===== src/rtl/asram_pkg.sv =====
package asram_pkg;

    typedef enum logic [2:0] {
        ST_IDLE  = 3'd0,
        ST_TURN  = 3'd1,
        ST_WRITE = 3'd2,
        ST_WREC  = 3'd3,
        ST_READ  = 3'd4
    } asram_state_e;

    // cycles needed to cover a nanosecond minimum, rounded up, at least one
    function automatic int ns_to_cyc(input int ns, input int clk_ns);
        int c;
        c = (ns + clk_ns - 1) / clk_ns;
        return (c < 1) ? 1 : c;
    endfunction

    function automatic int max_int(input int a, input int b);
        return (a > b) ? a : b;
    endfunction

endpackage


===== src/rtl/asram_cyc_timer.sv =====
module asram_cyc_timer #(
    parameter int CNT_W = 4
) (
    input  logic             clk,
    input  logic             rst,
    input  logic             load,
    input  logic [CNT_W-1:0] load_val,
    output logic             last
);

    logic [CNT_W-1:0] cnt_d, cnt_q;

    always_comb begin
        if (load) begin
            cnt_d = load_val;
        end else if (cnt_q != '0) begin
            cnt_d = cnt_q - 1'b1;
        end else begin
            cnt_d = '0;
        end
    end

    always_ff @(posedge clk) begin
        if (rst) begin
            cnt_q <= '0;
        end else begin
            cnt_q <= cnt_d;
        end
    end

    assign last = (cnt_q == CNT_W'(1));

endmodule


===== src/rtl/asram_sel_map.sv =====
module asram_sel_map #(
    parameter int               N_SEL    = 3,
    parameter logic [N_SEL-1:0] ACT_HIGH = 3'b010
) (
    input  logic             sel,
    output logic [N_SEL-1:0] pins
);

    for (genvar i = 0; i < N_SEL; i++) begin : g_pin
        if (ACT_HIGH[i]) begin : g_hi
            assign pins[i] = sel;
        end else begin : g_lo
            assign pins[i] = ~sel;
        end
    end

endmodule


===== src/rtl/asram_ctrl.sv =====
module asram_ctrl
    import asram_pkg::*;
#(
    parameter int ADDR_W  = 17,
    parameter int DATA_W  = 24,
    parameter int CLK_NS  = 5,
    parameter int RD_NS   = 10,
    parameter int WE_NS   = 8,
    parameter int DS_NS   = 4,
    parameter int TURN_NS = 5
) (
    input  logic              clk,
    input  logic              rst,
    input  logic              req_valid,
    input  logic              req_write,
    input  logic [ADDR_W-1:0] req_addr,
    input  logic [DATA_W-1:0] req_wdata,
    output logic              rsp_done,
    output logic [DATA_W-1:0] rsp_rdata,
    output logic [ADDR_W-1:0] mem_addr,
    output logic              mem_sel_a_n,
    output logic              mem_sel_b,
    output logic              mem_sel_c_n,
    output logic              mem_we_n,
    output logic              mem_oe_n,
    output logic [DATA_W-1:0] mem_dq_out,
    input  logic [DATA_W-1:0] mem_dq_in,
    output logic              mem_dq_oe
);

    localparam int RD_CYC   = ns_to_cyc(RD_NS, CLK_NS);
    localparam int WR_CYC   = max_int(ns_to_cyc(WE_NS, CLK_NS), ns_to_cyc(DS_NS, CLK_NS));
    localparam int TURN_CYC = ns_to_cyc(TURN_NS, CLK_NS);
    localparam int MAX_CYC  = max_int(RD_CYC, max_int(WR_CYC, TURN_CYC));
    localparam int CNT_W    = $clog2(MAX_CYC + 1);

    typedef struct packed {
        asram_state_e      st;
        logic              last_rd;
        logic [ADDR_W-1:0] addr;
        logic [DATA_W-1:0] wd;
        logic              sel;
        logic              we_n;
        logic              oe_n;
        logic              dq_oe;
        logic [DATA_W-1:0] rd;
        logic              done;
    } regs_t;

    regs_t            r_d, r_q;
    logic             tmr_load;
    logic [CNT_W-1:0] tmr_val;
    logic             tmr_last;
    logic [2:0]       sel_pins;

    asram_cyc_timer #(.CNT_W(CNT_W)) u_timer (
        .clk      (clk),
        .rst      (rst),
        .load     (tmr_load),
        .load_val (tmr_val),
        .last     (tmr_last)
    );

    asram_sel_map #(.N_SEL(3), .ACT_HIGH(3'b010)) u_sel_map (
        .sel  (r_q.sel),
        .pins (sel_pins)
    );

    always_comb begin
        r_d      = r_q;
        r_d.done = 1'b0;
        tmr_load = 1'b0;
        tmr_val  = '0;
        case (r_q.st)
            ST_IDLE: begin
                if (req_valid) begin
                    r_d.addr = req_addr;
                    r_d.wd   = req_wdata;
                    if (req_write) begin
                        if (r_q.last_rd) begin
                            r_d.st   = ST_TURN;
                            tmr_load = 1'b1;
                            tmr_val  = CNT_W'(TURN_CYC);
                        end else begin
                            r_d.st    = ST_WRITE;
                            r_d.sel   = 1'b1;
                            r_d.we_n  = 1'b0;
                            r_d.dq_oe = 1'b1;
                            tmr_load  = 1'b1;
                            tmr_val   = CNT_W'(WR_CYC);
                        end
                    end else begin
                        r_d.st   = ST_READ;
                        r_d.sel  = 1'b1;
                        r_d.oe_n = 1'b0;
                        tmr_load = 1'b1;
                        tmr_val  = CNT_W'(RD_CYC);
                    end
                end
            end
            ST_TURN: begin
                if (tmr_last) begin
                    r_d.st    = ST_WRITE;
                    r_d.sel   = 1'b1;
                    r_d.we_n  = 1'b0;
                    r_d.dq_oe = 1'b1;
                    tmr_load  = 1'b1;
                    tmr_val   = CNT_W'(WR_CYC);
                end
            end
            ST_WRITE: begin
                if (tmr_last) begin
                    r_d.st    = ST_WREC;
                    r_d.we_n  = 1'b1;
                    r_d.dq_oe = 1'b0;
                end
            end
            ST_WREC: begin
                r_d.st      = ST_IDLE;
                r_d.sel     = 1'b0;
                r_d.done    = 1'b1;
                r_d.last_rd = 1'b0;
            end
            ST_READ: begin
                if (tmr_last) begin
                    r_d.st      = ST_IDLE;
                    r_d.rd      = mem_dq_in;
                    r_d.sel     = 1'b0;
                    r_d.oe_n    = 1'b1;
                    r_d.done    = 1'b1;
                    r_d.last_rd = 1'b1;
                end
            end
            default: begin
                r_d.st    = ST_IDLE;
                r_d.sel   = 1'b0;
                r_d.we_n  = 1'b1;
                r_d.oe_n  = 1'b1;
                r_d.dq_oe = 1'b0;
            end
        endcase
    end

    always_ff @(posedge clk) begin
        if (rst) begin
            r_q.st      <= ST_IDLE;
            r_q.last_rd <= 1'b0;
            r_q.addr    <= '0;
            r_q.wd      <= '0;
            r_q.sel     <= 1'b0;
            r_q.we_n    <= 1'b1;
            r_q.oe_n    <= 1'b1;
            r_q.dq_oe   <= 1'b0;
            r_q.rd      <= '0;
            r_q.done    <= 1'b0;
        end else begin
            r_q <= r_d;
        end
    end

    assign rsp_done    = r_q.done;
    assign rsp_rdata   = r_q.rd;
    assign mem_addr    = r_q.addr;
    assign mem_sel_a_n = sel_pins[0];
    assign mem_sel_b   = sel_pins[1];
    assign mem_sel_c_n = sel_pins[2];
    assign mem_we_n    = r_q.we_n;
    assign mem_oe_n    = r_q.oe_n;
    assign mem_dq_out  = r_q.wd;
    assign mem_dq_oe   = r_q.dq_oe;

endmodule


===== config.mk =====
export PLATFORM = sky130hd
export DESIGN_NAME = asram_ctrl
export DESIGN_NICKNAME = d
export VERILOG_FILES = /design/src/rtl/asram_pkg.sv /design/src/rtl/asram_cyc_timer.sv /design/src/rtl/asram_sel_map.sv /design/src/rtl/asram_ctrl.sv
export SDC_FILE = /design/constraint.sdc
export NUM_CORES = 1
export LEC_CHECK = 0
export BUFFER_PORTS_ARGS = -buffer_cell sky130_fd_sc_hd__buf_2
export CORE_MARGIN = 5
export CORE_UTILIZATION = 48
export CTS_CLUSTER_DIAMETER = 50
export DETAILED_ROUTE_END_ITERATION = 12
export GPL_ROUTABILITY_DRIVEN = 0
export PLACE_DENSITY = 0.78
export SLEW_MARGIN = 0
export SYNTH_ARGS = -nofsm -noshare
export SYNTH_HDL_FRONTEND = slang
export SYNTH_HIERARCHICAL = 1
export SYNTH_SLANG_ARGS = --single-unit

===== constraint.sdc =====
create_clock -name clk -period 1.9 [get_ports clk]
set_input_delay 0.095 -clock clk [delete_from_list [all_inputs] [get_ports clk]]
set_output_delay 0.095 -clock clk [all_outputs]
set_load 0.01 [all_outputs]

==> impl_results.md, run 1 <==
* Outcome: completed
* Final worst path period need at 1610 ps
* Setup TNS Final at 0 ps
* Root Buffer: clkbuf_8
* Placement-stage cell area at 3580 sq um
* Antenna Nets Post-Route at 0
* Part of the Yosys area used for sequential elements at 0.456
* Synth area leader: dfxtp_1
* EDFF count, synth at 0
* Skew final at 10.9 ps
* Final Instance Area at 4390 sq um
* IO Port Bufs at 140
* MaxCap Viol Count at 0
* Worst path slowest cell: dfxtp_1
* Ranking of synthesized cells by area: dfxtp_1 46%, buf_4 16%, nand2_1 15%, a21oi_1 11%, buf_2 1.4%
* Met1 Track Usage GR at 0.218
* Overall routing resource usage at 0.197
* Worst Setup End Kind: flop
* Worst-path cell chain: and2b_2, a21o_1, and2_1, or3b_1, a21oi_1
* CTS clk-pin slew, worst paths at 70 ps
* Worst relative slew slack at 0.665
* Yosys top cell area share at 0.456
* Drt pass-1 iters at 7
* Vias in the first global route at 2956
* H-tree depth at 3
* Crit path DAT at 1870 ps
* Final hold violation count at 0
* CP max stage delay at 350 ps
* Die width at 93.3 um
* Ports at 141
* Post-synth cell types at 30
* Number of synthesized register bits at 76
* Worst-Margin Slew at 502 ps
* Cell Pwr Density at 828 nW/um^2
* Layout Nets at 623
* Net Count, Synth at 495
* Mapped Cells at 426
* Top Usage Layer GRT: met2
* FFs w/ async S/R, synth at 0
* HP Class: in -> reg
* Met2 global-route usage at 0.348
* CTS Sinks at 76
* Worst setup SP type: flop
* Cell with the most instances after synthesis: nand2_1
* Share of cells above drive strength 1 at 0.303
* Number of core rows at 30
* Tot Pwr at 0.00364 W
* Critical path buffers and inverters at 0
* Worst-path maximum fanout at 11
* Syn-to-layout area delta at 31.7%
* # DRC at 0
* Synth Flop Type: dfxtp_1
* GR Util met3 at 0.0603
* Routed wire length at 8740 um
* Final number of max-transition violations at 0
* Delay-heaviest family, CP: simple AND/OR/NAND/NOR gates
* Clk buf depth at 2
* Largest net degree at the start of global routing at 42
* Initial core utilization at 0.491
* Worst setup path class: reg -> reg
* Synthesized area at 3330 sq um
* Setup-failing EPs final at 0
* First-pass GRT wire length at 13800 um
* Die ar. at 8710 sq um
* Vias per cell at 4.76
* Average size of a mapped cell at 7.83 sq um
* Yosys warns at 6
* Hpwl dp at 5220 um
* DRT iter0 DRCs at 74
* Gr ovfl total at 0
* Post-synth top cells: 136 x nand2_1, 76 x dfxtp_1, 73 x a21oi_1
* Via count at 3120
* Final period utilization at 0.846
* Required time of the critical path at 2160 ps
* Die Y at 93.3 um
* Later-pin clock latency in the skew report at 330 ps
* Cts bufs inserted at 9
* CTS tree: done
* Max IR drop VDD at 0.445 mV
* RSZ-0062 raised after global routing: false
* Routed WL per cell at 13.3 um
* Static Leak at 2.01 nW
* Core area at 6790 sq um
* Fmax at 622 MHz
* Initial antenna violation count at 0
report_power, final:
| part | leakage (nW) | switching, W | internal [W] | total (W) |
|---|---|---|---|---|
| Combinational | 1.28 | 0.000354 | 0.000318 | 0.000672 |
| Clock | 0.105 | 0.000545 | 0.000669 | 0.00121 |
| Sequential | 0.619 | 0.0000600 | 0.00169 | 0.00175 |
| Total | 2.01 | 0.000959 | 0.00268 | 0.00364 |
per-stage QoR:
| step | setup slack [ps] | std cells | utilization | hold slack [ps] |
|---|---|---|---|---|
| after floorplan | 356 | 426 | - | 164 |
| after global placement | 216 | 578 | 0.526 | 334 |
| after detailed placement | 134 | 578 | 0.526 | 342 |
| after CTS | 120 | 653 | 0.644 | 1.94 |
| after global routing | 208 | 654 | 0.646 | 12.6 |
| final | 292 | 656 | 0.647 | 14.1 |
sequential cells by signal, indices dropped and copies added (netlist names):
| register | count |
|---|---|
| mem_addr | 17 |
| mem_dq_oe | 1 |
| mem_dq_out | 24 |
| mem_oe_n | 1 |
| mem_we_n | 1 |
| r_q | 5 |
| rsp_done | 1 |
| rsp_rdata | 24 |
| u_timer/cnt_q | 2 |
cell type report:
type,count,area (sq um)
fill,562,2400
sequential,76,1520
timing repair buffer,210,1380
multi-input combinational,254,1160
clock buffer,11,151
tap,96,120
clock inverter,4,48.8
inverter,3,11.3
antenna,2,5.00
timing repair:
action | 4_1_cts | 5_1_grt
hold endpoints to repair | 60 | 1
gates resized for setup | 0 | 1
setup endpoints to repair | 0 | 17
hold buffers | 60 | 1
buffers inserted | 0 | 0
cells in the final DEF (no fill, tap or decap), types with 2 or more instances in the layout:
cell and n:
buf_4 9, clkbuf_8 11, inv_1 3, nand2b_1 4, nor2b_1 3, diode_2 2, dlygate4sd3_1 61, a22oi_1 2
nand2_1 136, a21oi_1 73, nor3_1 2, dfxtp_1 76, buf_2 140, o21ai_0 4, a21o_1 2, or3_1 2
clkinv_2 2, nand3_1 3, nor2_1 10
cell families (layout without fill, tap and decap cells):
group                  Yosys count  in the layout  synth area share
AO/OA/AOI/OAI                   86             86             0.138
buffers and inverters           96            228             0.199
flip-flops                      76             76             0.456
other                            0              2                 0
AND/OR/NAND/NOR                168            168             0.207
path summary, 6_finish.rpt:
check,start,to,slack (ps),cells after the start
max,u_timer/cnt_q[1]$_SDFF_PP0_,u_timer/cnt_q[0]$_SDFF_PP0_,290,5
max reg2reg,u_timer/cnt_q[1]$_SDFF_PP0_,u_timer/cnt_q[0]$_SDFF_PP0_,290,5
min reg2reg,mem_oe_n$_SDFFE_PP1P_,mem_oe_n$_SDFFE_PP1P_,450,2
min,req_wdata[16],mem_dq_out[16]$_SDFFE_PP0P_,10,3
worst reg2reg max path, stage by stage (launching register included):
cell     delay, ps
dfxtp_1        350
and2b_2        290
a21o_1         230
and2_1         170
or3b_1         350
a21oi_1        150
routing by layer:
metal  vias to the layer above  part of all wire
li1                       1565                 -
met1                      1410              0.38
met2                       130              0.51
met3                        15             0.084
met4                         0             0.022
met5                         -                 0
Power figures use the tool's default switching activity.
==> inputs of run 2 (changes only) <==
--- a/config.mk
+++ b/config.mk
@@ -7,11 +7,11 @@
 export LEC_CHECK = 0
 export BUFFER_PORTS_ARGS = -buffer_cell sky130_fd_sc_hd__buf_2
 export CORE_MARGIN = 5
-export CORE_UTILIZATION = 48
+export CORE_UTILIZATION = 43
 export CTS_CLUSTER_DIAMETER = 50
 export DETAILED_ROUTE_END_ITERATION = 12
 export GPL_ROUTABILITY_DRIVEN = 0
-export PLACE_DENSITY = 0.78
+export PLACE_DENSITY = 0.74
 export SLEW_MARGIN = 0
 export SYNTH_ARGS = -nofsm -noshare
 export SYNTH_HDL_FRONTEND = slang
==> constraint.sdc (replaced) <==
create_clock -name clk -period 1.4 [get_ports clk]
set_input_delay 0.07 -clock clk [delete_from_list [all_inputs] [get_ports clk]]
set_output_delay 0.07 -clock clk [all_outputs]
set_load 0.01 [all_outputs]
==> run 2 against run 1 <==
The flow now finishes with violations (negative setup slack). Cell count up 2.9%. Via count is 2.6% higher. Wire length increased by 5.9%.
==> impl_results.md, run 2 (same netlist as run 1, synthesis figures left out) <==
* Reg-to-reg setup timing slack at -40 ps
* Placement-stage cell area at 3700 sq um
* Crit path DAT at 1700 ps
* H-tree depth at 3
* Required time of the critical path at 1660 ps
* Vias in the first global route at 3246
* Worst Setup Slack, final at -35.7 ps
* Worst-Margin Slew at 378 ps
* Final Core Density at 0.603
* Fmax at 697 MHz
* Initial antenna violation count at 0
* Later-pin clock latency in the skew report at 330 ps
* Final Instance Area at 4610 sq um
* Largest net degree at the start of global routing at 43
* CTS Sinks at 76
* Most common cell after layout, fill and taps aside: buf_2
* Initial core utilization at 0.436
* Vias per cell at 4.74
* CTS clk-pin slew, worst paths at 70 ps
* Ports at 141
* Hpwl dp at 5250 um
* Dpl ws at -71.6 ps
* Final worst path period need at 1440 ps
* Worst Setup End Kind: flop
* Worst-path maximum fanout at 5
* Clk buf depth at 2
* CTS tree: done
* MaxCap Viol Count at 0
* Worst setup path class: reg -> reg
* IO Port Bufs at 140
* Cell Pwr Density at 1070 nW/um^2
* Worst hold stages at 2
* First-pass GRT wire length at 15200 um
* Die Y at 98.1 um
* Max IR drop VDD at 0.634 mV
* # DRC at 0
* Cts bufs inserted at 9
* Postcts setup bufs at 0
* Drt pass-1 iters at 4
* Routed WL per cell at 13.7 um
* Final number of max-transition violations at 0
* Overall routing resource usage at 0.191
* Skew final at 6.31 ps
* R2R Path End: u_timer/cnt_q[0]$_SDFF_PP0_
* Fillers at 656
* Number of core rows at 32
* Reg2reg path depth at 5
* Outcome: finished, violations left
* Via count at 3202
* Core area at 7650 sq um
* Min-delay src: rst
* RSZ-0062 raised after global routing: true
* Routed wire length at 9260 um
* Final hold violation count at 0
* Worst hold slack at 66.7 ps
* Static Leak at 2.09 nW
* Worst hold path endpoint: r_q[70]$_SDFFE_PP0P_
* Worst relative slew slack at 0.748
* Root Buffer: clkbuf_8
* Final period utilization at 1.03
* Syn-to-layout area delta at 38.3%
* Setup-failing EPs final at 2
* DRT iter0 DRCs at 67
* Share of cells above drive strength 1 at 0.330
* Die ar. at 9620 sq um
* Commonest cells after routing, fill and taps aside: 140 x buf_2, 135 x nand2_1, 73 x dfxtp_1, 71 x a21oi_1, 66 x dlygate4sd3_1
* Layout Nets at 638
* Die width at 98.1 um
* HP Class: in -> reg
* Gr ovfl total at 0
* Failing checks: negative setup slack
* Reg2reg start: u_timer/cnt_q[1]$_SDFF_PP0_
* Worst setup SP type: flop
* Antenna Nets Post-Route at 0
* Non-filler instance count after layout at 675
* Placed cells at 593
==> run 2: cell count changes in the layout (fill, tap and decap cells not counted), moves of 2 or more <==
cell           before  now
clkbuf_8           11    9
dlygate4sd3_1      61   66
or3_4               0    2
a21oi_2             0    2
clkinvlp_4          0    2
dfxtp_1            76   73
or3_1               2    0
buf_4               9   13
dfxtp_2             0    3
buf_12              0    4
a21oi_1            73   71
==> run 2: per-stage QoR <==
stage                     TNS, ps  power [W]
after floorplan             -54.0    0.00306
final                       -68.0    0.00495
after global routing         -247    0.00521
after global placement          0    0.00323
after detailed placement    -82.0    0.00326
after CTS                   -67.2    0.00497
==> run 2: worst max path at each step <==
stage                                startpoint                           to  cells after the start
detailed placement         r_q[72]$_SDFFE_PP0P_        mem_we_n$_SDFFE_PP1P_                      4
global route        u_timer/cnt_q[1]$_SDFF_PP0_        mem_we_n$_SDFFE_PP1P_                      5
global placement    u_timer/cnt_q[1]$_SDFF_PP0_        mem_we_n$_SDFFE_PP1P_                      5
finish              u_timer/cnt_q[1]$_SDFF_PP0_  u_timer/cnt_q[0]$_SDFF_PP0_                      5
CTS                 u_timer/cnt_q[1]$_SDFF_PP0_        mem_we_n$_SDFFE_PP1P_                      5
floorplan           u_timer/cnt_q[1]$_SDFF_PP0_  u_timer/cnt_q[0]$_SDFF_PP0_                      6
==> run 2: layer usage <==
layer	wire [um]	vias up	global-route usage
li1	-	1582	-
met1	3540	1468	0.205
met2	4800	124	0.340
met3	643	28	0.0550
met4	274	0	0.101
met5	0	-	0
==> run 2: what timing repair did <==
item / in CTS / in global routing
resized for setup: 2 / 11
endpoints found under the setup margin: 3 / 28
cloned: 0 / 1
endpoints found under the hold margin: 66 / 0
pin swaps: 1 / 1
hold buffers: 66 / 0
==> run 2: cell type report <==
cell class | instances | area [sq um] | area share
inverters | 3 | 11.3 | 0.00244
clock inverters | 5 | 55.1 | 0.0119
diodes | 1 | 2.50 | 0.000543
multi-input cells | 254 | 1190 | 0.258
flip-flops and latches | 76 | 1530 | 0.331
well taps | 102 | 128 | 0.0277
repair buffers | 225 | 1580 | 0.342
clock buffers | 9 | 124 | 0.0269
==> run 2: power breakdown <==
part / internal, W / leakage (nW) / total [W] / switching (W)
sequential: 0.00230 / 0.621 / 0.00238 / 0.0000848
combinational: 0.000503 / 1.38 / 0.00100 / 0.000501
clock: 0.000797 / 0.0870 / 0.00156 / 0.000760
total: 0.00360 / 2.09 / 0.00495 / 0.00135
==> run 2: worst max-delay path: stages, from the launching register on <==
cell     delay [ps]
dfxtp_2         330
and2b_2         250
a21o_1          180
and2_4          140
or3b_1          340
a21oi_1         120
==> inputs of run 3 (changes only) <==
--- a/config.mk
+++ b/config.mk
@@ -5,12 +5,11 @@
 export SDC_FILE = /design/constraint.sdc
 export NUM_CORES = 1
 export LEC_CHECK = 0
-export BUFFER_PORTS_ARGS = -buffer_cell sky130_fd_sc_hd__buf_2
+export BUFFER_PORTS_ARGS = -buffer_cell sky130_fd_sc_hd__buf_4
 export CORE_MARGIN = 5
 export CORE_UTILIZATION = 43
 export CTS_CLUSTER_DIAMETER = 50
 export DETAILED_ROUTE_END_ITERATION = 12
-export GPL_ROUTABILITY_DRIVEN = 0
 export PLACE_DENSITY = 0.74
 export SLEW_MARGIN = 0
 export SYNTH_ARGS = -nofsm -noshare
==> run 3 against run 2 <==
The run still ends with negative setup slack left. Global-route usage is 0.32 points higher. Via count is 1.2% lower. Setup slack worse by 5.5 ps. Hold slack worse by 4.2 ps. Final area is 7.9% higher. Largest cell class unchanged. Non-clock buffer count is 1 higher. Clock power is 19% higher. First-iteration DRC count is 40% higher. Critical path depth stayed put. Cell count is 0.30% higher. Critical endpoint unchanged. Combinational power is 12% higher. Sequential share of layout area is 2.4 points lower.
==> impl_results.md, run 3 (same netlist as run 1, synthesis figures left out) <==
* Die width at 98.1 um
* Outcome: finished, violations left
* HP Class: in -> reg
* Share of cells above drive strength 1 at 0.323
* Failing checks: negative setup slack
* Final hold violation count at 0
* RSZ-0062 raised after global routing: true
* MaxCap Viol Count at 0
* Later-pin clock latency in the skew report at 330 ps
* Fmax at 694 MHz
* Routed WL per cell at 13.7 um
* Vias per cell at 4.68
* Vias in the first global route at 3284
* Worst-Margin Slew at 350 ps
* Final period utilization at 1.03
* Max IR drop VDD at 0.537 mV
* Diode count at 0
* Initial core utilization at 0.436
* H-tree depth at 3
* Overall routing resource usage at 0.195
* Final Instance Area at 4970 sq um
* Gr ovfl total at 0
* DRT iter0 DRCs at 94
* Reg2reg path depth at 5
* Final Wtd Congestion at 0.797
* Placement-stage cell area at 4050 sq um
* Number of core rows at 32
* Root Buffer: clkbuf_8
* Critical path buffers and inverters at 0
* CTS Sinks at 76
* Worst relative slew slack at 0.767
* Most common cell after layout, fill and taps aside: buf_4
* Crit path DAT at 1700 ps
* Layout Nets at 639
* Cts bufs inserted at 9
* Core area at 7650 sq um
* Die Y at 98.1 um
* Worst hold stages at 3
* Commonest cells after routing, fill and taps aside: 155 x buf_4, 136 x nand2_1, 73 x dfxtp_1, 72 x a21oi_1, 67 x dlygate4sd3_1
* Hpwl dp at 5530 um
* Drt pass-1 iters at 7
* First-pass GRT wire length at 15400 um
* Worst setup path class: reg -> reg
* Worst-path cell chain: and2b_2, a21o_1, and2_4, or3b_1, a21oi_1
* Clk buf depth at 2
* IO Port Bufs at 140
* Worst path slowest cell: or3b_1
* Final number of max-transition violations at 0
* Ports at 141
* Worst Setup Slack, final at -41.2 ps
* CP max stage delay at 360 ps
* Worst-path maximum fanout at 5
* # DRC at 0
* CTS clk-pin slew, worst paths at 80 ps
* CTS tree: done
* Die ar. at 9620 sq um
* Skew final at 9.35 ps
* Required time of the critical path at 1660 ps
* Initial antenna violation count at 0
* Syn-to-layout area delta at 49.2%
* Cell Pwr Density at 1080 nW/um^2
* Setup-failing EPs final at 2
* Final worst path period need at 1440 ps
* Worst path depth at 5
* Dpl ws at -43.5 ps
* Routed wire length at 9300 um
* Largest net degree at the start of global routing at 43
* Via count at 3165
* Delay-heaviest family, CP: simple AND/OR/NAND/NOR gates
* Worst Setup End Kind: flop
* Final Core Density at 0.651
* Worst setup SP type: flop
* Antenna Nets Post-Route at 0
* Static Leak at 2.18 nW
-- run 3: changes by cell type in the layout (fill, tap and decap cells not counted), moves of 2 or more --
cell	delta
nor2b_2	+2
or3_4	-2
buf_4	+142
buf_2	-140
clkinv_2	-2
or3_1	+2
nor2b_1	-2
-- run 3: cell type report --
cell class | count | area [sq um]
Clock buffer | 11 | 141
Clock inverter | 5 | 83.8
Fill cell | 622 | 2670
Inverter | 3 | 11.3
Multi-Input combinational cell | 254 | 1170
Sequential cell | 76 | 1530
Tap cell | 102 | 128
Timing Repair Buffer | 226 | 1910
-- run 3: timing repair --
action | in CTS | in global routing
setup buffers | 2 | 0
hold buffers | 67 | 0
resized for setup | 2 | 5
endpoints found under the hold margin | 70 | 0
pin swaps | 1 | 2
endpoints found under the setup margin | 5 | 46
-- run 3: path summary, 6_finish.rpt --
kind | startpoint | end | slack, ps
worst max-delay path | u_timer/cnt_q[1]$_SDFF_PP0_ | u_timer/cnt_q[0]$_SDFF_PP0_ | -40
worst min-delay path | req_valid | r_q[71]$_SDFFE_PP0P_ | 60
worst max register to register | u_timer/cnt_q[1]$_SDFF_PP0_ | u_timer/cnt_q[0]$_SDFF_PP0_ | -40
worst min register to register | mem_oe_n$_SDFFE_PP1P_ | mem_oe_n$_SDFFE_PP1P_ | 450
-- run 3: worst min-delay path, delay by kind of cell --
| family | cells | cell delay (ps) |
|---|---|---|
| buf+inv | 1 | 130 |
| simple gates | 1 | 80 |
| compound gates | 1 | 70 |
-- run 3: metal layers --
metal,GRT usage,part of all wire
met5,0,0
met4,0.0852,0.022
met3,0.0600,0.068
met2,0.357,0.53
met1,0.203,0.38
-- run 3: power by group --
part | total, W | internal (W) | switching, W
clock | 0.00186 | 0.00106 | 0.000797
combinational | 0.00112 | 0.000615 | 0.000506
sequential | 0.00239 | 0.00230 | 0.0000911
total | 0.00537 | 0.00397 | 0.00139
-- run 3: per-stage QoR --
stage	TNS, ps	total power [W]	hold WS [ps]	std cells
after floorplan	-54.0	0.00306	132	426
after global placement	0	0.00336	317	592
after detailed placement	-70.1	0.00339	321	592
after CTS	-41.1	0.00542	45.2	677
after global routing	-1450	0.00565	49.1	677
final	-52.1	0.00537	62.5	677
